[src/rtl/adc_cap_pkg.sv]
package adc_cap_pkg;
  localparam int ADC_DATA_W = 14;
  localparam int ADC_SLOT_W = 16;
  localparam int ADC_LANES  = 2;
  localparam int ADC_WORD_W = ADC_SLOT_W * ADC_LANES;
  localparam int ADC_PAD_W  = ADC_SLOT_W - ADC_DATA_W - 1;

  typedef struct packed {
    logic                  ovr;
    logic [ADC_DATA_W-1:0] data;
  } adc_sample_t;

  typedef enum logic {CAP_IDLE, CAP_RUN} cap_state_e;

  function automatic logic [ADC_SLOT_W-1:0] slot_pack(adc_sample_t s);
    return {s.ovr, {ADC_PAD_W{1'b0}}, s.data};
  endfunction
endpackage

[src/rtl/adc_ddr_in.sv]
module adc_ddr_in
  import adc_cap_pkg::*;
(
  input  logic        clk_i,
  input  logic        rst_ni,
  input  adc_sample_t smp_i,
  output adc_sample_t rise_o,
  output adc_sample_t fall_o
);
  adc_sample_t rise_q, fall_q;

  always_ff @(posedge clk_i or negedge rst_ni) begin
    if (!rst_ni) rise_q <= '0;
    else         rise_q <= smp_i;
  end

  always_ff @(negedge clk_i or negedge rst_ni) begin
    if (!rst_ni) fall_q <= '0;
    else         fall_q <= smp_i;
  end

  assign rise_o = rise_q;
  assign fall_o = fall_q;
endmodule

[src/rtl/adc_word_fmt.sv]
module adc_word_fmt
  import adc_cap_pkg::*;
(
  input  adc_sample_t             early_i,
  input  adc_sample_t             late_i,
  output logic [ADC_WORD_W-1:0]   word_o
);
  adc_sample_t lane [ADC_LANES];

  // lane 0 = earlier (rising-edge) sample
  assign lane[0] = early_i;
  assign lane[1] = late_i;

  for (genvar g = 0; g < ADC_LANES; g++) begin : g_lane
    assign word_o[g*ADC_SLOT_W +: ADC_SLOT_W] = slot_pack(lane[g]);
  end
endmodule

[src/rtl/adc_pair_ctrl.sv]
module adc_pair_ctrl
  import adc_cap_pkg::*;
#(
  parameter int CNT_W = 24
) (
  input  logic             clk_i,
  input  logic             rst_ni,
  input  logic             cap_en_i,
  input  logic             force_stop_i,
  input  logic [CNT_W-1:0] target_i,
  output logic             emit_o,
  output logic             valid_o,
  output logic             done_o,
  output logic             forced_o
);
  cap_state_e       state_q;
  logic             en_q;
  logic [CNT_W-1:0] cnt_q;
  logic [CNT_W:0]   cnt_nxt;
  logic             start;
  logic             last;

  assign start   = cap_en_i & ~en_q;
  assign cnt_nxt = {1'b0, cnt_q} + (CNT_W+1)'(2);
  assign last    = cnt_nxt >= {1'b0, target_i};
  assign emit_o  = (state_q == CAP_RUN) & cap_en_i & ~force_stop_i;

  always_ff @(posedge clk_i or negedge rst_ni) begin
    if (!rst_ni) begin
      state_q  <= CAP_IDLE;
      en_q     <= 1'b0;
      cnt_q    <= '0;
      valid_o  <= 1'b0;
      done_o   <= 1'b0;
      forced_o <= 1'b0;
    end else begin
      en_q     <= cap_en_i;
      valid_o  <= 1'b0;
      done_o   <= 1'b0;
      forced_o <= 1'b0;
      if (start) begin
        state_q <= CAP_RUN;
        cnt_q   <= '0;
      end else if (state_q == CAP_RUN) begin
        if (!cap_en_i) begin
          state_q <= CAP_IDLE;            // partial pair dropped
        end else if (force_stop_i) begin
          state_q  <= CAP_IDLE;
          done_o   <= 1'b1;
          forced_o <= 1'b1;
        end else begin
          valid_o <= 1'b1;
          cnt_q   <= cnt_nxt[CNT_W-1:0];
          if (last) begin
            state_q <= CAP_IDLE;
            done_o  <= 1'b1;
          end
        end
      end
    end
  end
endmodule

[src/rtl/adc_pair_capture.sv]
module adc_pair_capture
  import adc_cap_pkg::*;
#(
  parameter int CNT_W = 24
) (
  input  logic                  clk_i,
  input  logic                  rst_ni,
  input  logic                  cap_en_i,
  input  logic                  force_stop_i,
  input  logic [CNT_W-1:0]      sample_count_i,
  input  logic [ADC_DATA_W-1:0] adc_data_i,
  input  logic                  adc_ovr_i,
  output logic [ADC_WORD_W-1:0] word_o,
  output logic                  word_valid_o,
  output logic                  done_o,
  output logic                  done_forced_o
);
  adc_sample_t           smp_in, rise_s, fall_s;
  logic [ADC_WORD_W-1:0] packed_w;
  logic                  emit;

  assign smp_in = '{ovr: adc_ovr_i, data: adc_data_i};

  adc_ddr_in i_ddr_in (
    .clk_i (clk_i),
    .rst_ni(rst_ni),
    .smp_i (smp_in),
    .rise_o(rise_s),
    .fall_o(fall_s)
  );

  adc_word_fmt i_fmt (
    .early_i(rise_s),
    .late_i (fall_s),
    .word_o (packed_w)
  );

  adc_pair_ctrl #(.CNT_W(CNT_W)) i_ctrl (
    .clk_i       (clk_i),
    .rst_ni      (rst_ni),
    .cap_en_i    (cap_en_i),
    .force_stop_i(force_stop_i),
    .target_i    (sample_count_i),
    .emit_o      (emit),
    .valid_o     (word_valid_o),
    .done_o      (done_o),
    .forced_o    (done_forced_o)
  );

  always_ff @(posedge clk_i or negedge rst_ni) begin
    if (!rst_ni)   word_o <= '0;
    else if (emit) word_o <= packed_w;
  end
endmodule

[config.mk]
export PLATFORM = sky130hd
export DESIGN_NAME = adc_pair_capture
export DESIGN_NICKNAME = d
export VERILOG_FILES = /design/src/rtl/adc_cap_pkg.sv /design/src/rtl/adc_ddr_in.sv /design/src/rtl/adc_word_fmt.sv /design/src/rtl/adc_pair_ctrl.sv /design/src/rtl/adc_pair_capture.sv
export SDC_FILE = /design/constraint.sdc
export NUM_CORES = 1
export LEC_CHECK = 0
export BUFFER_PORTS_ARGS = -buffer_cell sky130_fd_sc_hd__buf_2
export CORE_MARGIN = 8
export CORE_UTILIZATION = 40
export CTS_BUF_LIST = sky130_fd_sc_hd__clkbuf_4
export DETAILED_ROUTE_END_ITERATION = 16
export HOLD_SLACK_MARGIN = 0.05
export SETUP_SLACK_MARGIN = 0.5
export SKIP_CTS_REPAIR_TIMING = 1
export SLEW_MARGIN = 20
export SYNTH_ARGS = -nofsm -noshare
export SYNTH_HDL_FRONTEND = slang
export SYNTH_SLANG_ARGS = --single-unit
export TNS_END_PERCENT = 30
[constraint.sdc]
create_clock -name clk_i -period 2.8 [get_ports clk_i]
set_input_delay 0.28 -clock clk_i [delete_from_list [all_inputs] [get_ports clk_i]]
set_output_delay 0.28 -clock clk_i [all_outputs]
set_load 0.01 [all_outputs]
* After elaboration in Yosys (flattened, before gate mapping) *
Index checks and enable logic that the tools add are counted.

storage, ports and cells
  register bits after elaboration = 89
  output and inout port bits = 35
  logic and storage cells = 44

operators by class
  $add $sub $neg = 1
  magnitude comparators = 1
  equal/unequal tests = 1
  mux-type cells = 22
  bitwise gates (word level) = 5
  reduce and logical (&&, ||, !) cells = 3

operator list
  operator                                                number
  two-way mux 24 bit                                      4
  adder 24 x 2 -> 25 bit (second input constant)          1
  >= comparator 25 x 24 -> 1 bit                          1
  two-way mux 1 bit                                       18
  nonzero test 2 bit                                      2
  bitwise AND 1 bit                                       3
  AND reduction 3 bit                                     1
  inequality test 2 x 1 -> 1 bit (second input constant)  1
  NOT 1 bit                                               2

* Logic depth before layout (Yosys ltp) *
  word-level depth = 7
  depth in mapped cells = 12
  mapped depth without buffers = 12

* Cells and area by module *
A second synthesis with hierarchy kept.

second synthesis, totals
  cells, all modules = 381
  area total of the unflattened synthesis = 4534.3 sq um

by module, submodules not included
  module            instances  cells each  area an instance (sq um)  sequential area each (sq um)
  adc_pair_ctrl     1          250         2194.6                    700.7
  adc_pair_capture  1          68          1345.0                    800.8
  adc_ddr_in        1          30          750.7                     750.7
  adc_word_fmt      1          33          244.0                     0.0

==> summary.txt <==
Status
  • Run status: complete, no violations

Global route
  • First-pass GRT wire length: 14.7 mm
  • Largest net degree at the start of global routing: 37
  • Total gr overflow: 0
  • Vias in the first global route: 3116
  • Antenna violations before repair: 0
  • Global Route Usage Sum: between 10% and 20%

Yosys
  • Top FF cell, synth: dfrtp_1
  • Avg Cell Area, Syn: ~12 um^2
  • Synth area leaders: dfrtp_1 45%, dfrtn_1 9.2%, mux2_2 8.3%
  • Netlist cell types: 48
  • Post-synth EDFFs: 0
  • Syn Inst Count: roughly 350
  • Post-synthesis sequential area ratio: 53.9%
  • Synth top area share: 44.7%
  • Cell Area, Synth: ~4000 um^2
  • Ys Warns: 0
  • Yosys reg bits: just under 90
  • Top-count cell post-synth: dfrtp_1
  • Cell taking the most area after synthesis: dfrtp_1
  • Synth async-reset ratio: 100%
  • Synth top cells by count: 73 x dfrtp_1, 30 x mux2_2, 27 x inv_1

Die
  • Ports: 78
  • Die H: 117 um
  • Core area: between 10000 and 15000 um^2
  • Initial Util: slightly above 40%
  • Die width: between 100 and 150 um
  • Area of the die: ~14000 um^2
  • Num rows: 37

Setup path
  • Critical Path Source Type: flip-flop
  • CP arrival: between 3 and 4 ns
  • CP max FO: 4
  • CP max stage cell: dfrtp_1
  • Max stage delay on crit path: 0.44 ns
  • Crit-path cells: nand3_4, nor4_4, nand4_1, xnor2_1, ha_1, nand3_2, buf_6, nor3_1, nor4_1, nand3_1, o31a_1
  • Crit end category: flip-flop
  • CP Buf/Inv Count: 1
  • Setup CP Type: reg -> reg
  • CP Data Required Time: 3.13 ns
  • Top Family by Delay on Critical Path: simple AND/OR/NAND/NOR gates
  • Worst reg-to-reg path cell count: 11
  • WP depth: 11

Route
  • DRC: 0
  • Via count: around 3000
  • ANT nets after route: 0
  • Drt pass-1 iters: 4
  • Initial DRC Count: 82
  • Avg WL per Cell: 14.7 um
  • DR vias/cell: just under 5
  • Routed WL: 9.03 mm

Clock network
  • Clock Tree Buf Depth: 2
  • Worst-Skew Late Latency: around 0.43 ns
  • CTS tree: done
  • H-tree Lvls: 3
  • CTS Root Cell: clkbuf_4
  • CTS Sinks: between 80 and 90
  • Clk slew on worst S/H paths: around 0.16 ns
  • Number of buffers created by CTS: 9

Timing
  • Crit path time final: ~2.8 ns
  • RSZ-0062 raised after global routing: yes
  • Hold Fails Final Rpt: 0
  • Rel. slew slack: a little over two fifths
  • Fmax: 362 MHz
  • Max Slew Vio Count: 0
  • Hold_ws: ~0.094 ns
  • Setup ws final: 0.0377 ns
  • Slew @ Worst Pin: approximately 0.86 ns
  • Clock Skews: ~0.047 ns
  • Final worst-path cycle share: 98.7%
  • # setup viols final: 0

Placed design
  • DP HPWL: slightly below 7 mm
  • GP Congestion: approximately 0.77
  • PortBufs: 75
  • DP Cell Count: around 580
  • Pre-CTS WS: -0.0172 ns

Layout
  • Layout cells sized above 1: 37.9%
  • Core Util, Final: 51.5%
  • Ant diodes: 0
  • Multi-input logic area: around 1800 um^2
  • Area growth syn-to-layout: 27.9%
  • Storage cell area: roughly 2200 um^2
  • Number of fill cells: 900
  • NumNets Final: 540
  • Non-filler cells in the finished layout: approximately 600

Flow run
  • Max-cap violations: 0

Power and ir drop
  • Leakage: approximately 2.6 nW
  • Worst VDD drop: approximately 0.41 mV
  • Total power: approximately 2.6 mW
  • Pwr/cell area: roughly 500 nW/um^2

Min path
  • Hold Path Class: in -> reg
  • Min-Delay Path Depth: 2
-- metrics by stage --
stage               TNS [ns]  area (um^2)
global route          -0.262         5220
global placement           0         4850
finish                     0         5220
detailed placement   -0.0303         4850
CTS                  -0.0721         5000
floorplan                  0         4110
-- flip-flops by register name, indices dropped and copies added (netlist names) --
name / flops
i_ctrl.state_q: 1
word_o: 30
i_ddr_in.fall_o: 15
i_ctrl.forced_o: 1
i_ctrl.valid_o: 1
i_ddr_in.rise_o: 15
i_ctrl.en_q: 1
i_ctrl.cnt_q: 23
i_ctrl.done_o: 1
-- cells in the final DEF (no fill, tap or decap), types with 15 or more instances in the layout --
cell type / synthesis / routed
dlygate4sd3_1: 0 / 17
dfrtp_1: 73 / 68
dfrtn_1: 15 / 15
o21ai_0: 19 / 19
mux2_2: 30 / 30
inv_1: 27 / 27
buf_2: 0 / 74
nand2_1: 19 / 19
ha_1: 24 / 23
buf_4: 2 / 36
-- where the power goes --
group | switching (mW) | internal, mW | leakage (nW) | total, mW
Clock | 0.491 | 0.212 | 0.0777 | 0.703
Combinational | 0.212 | 0.215 | 1.48 | 0.427
Sequential | 0.0579 | 1.40 | 1.09 | 1.46
Total | 0.761 | 1.83 | 2.64 | 2.59
-- final timing paths --
| check | startpoint | to | slack [ns] |
|---|---|---|---|
| max reg2reg | i_ctrl.cnt_q[3] | i_ctrl.done_o | 0.04 |
| max | i_ctrl.cnt_q[3] | i_ctrl.done_o | 0.04 |
| min in group asynchronous | rst_ni | word_o[24] | 0.21 |
| min | force_stop_i | i_ctrl.forced_o | 0.09 |
| min reg2reg | i_ddr_in.rise_o[0] | word_o[0] | 0.49 |
| max in group asynchronous | rst_ni | i_ddr_in.fall_o[6] | 0.75 |
-- worst reg2reg max path: cells and delay by family (launching register included) --
family,cells,cell delay (ns)
xor+xnor,1,0.18
buf+inv,1,0.11
compound gates,1,0.27
flops,1,0.44
fa+ha+maj,1,0.31
simple gates,7,1.36
-- area by class of cell --
type                            count  area share, %
Multi-Input combinational cell    218           33.7
Timing Repair Buffer              129           16.1
Clock buffer                        9           1.29
Clock inverter                      7           1.41
Sequential cell                    88           42.3
Tap cell                          136           3.26
Inverter                           27           1.94
-- cells by family (layout without fill, tap and decap cells) --
group | count (synthesis) | count (layout) | share of synthesized area, %
DFF | 88 | 88 | 53.9
and+or+nand+nor | 82 | 82 | 12.4
AOI/OAI and AO/OA | 59 | 59 | 9.25
buffers and inverters | 40 | 172 | 4.26
muxes | 30 | 30 | 8.27
adders and majority gates | 24 | 24 | 7.35
xor gates and xnor gates | 21 | 21 | 4.50
other | 1 | 2 | 0.0918
-- layer usage --
metal	share of wire, %	GRT usage, %	up-vias
li1	-	-	1465
met1	43	16.6	1456
met2	48	23.1	74
met3	6.9	4.10	11
met4	1.5	5.12	0
met5	0	0	-
Power figures use the tool's default switching activity.
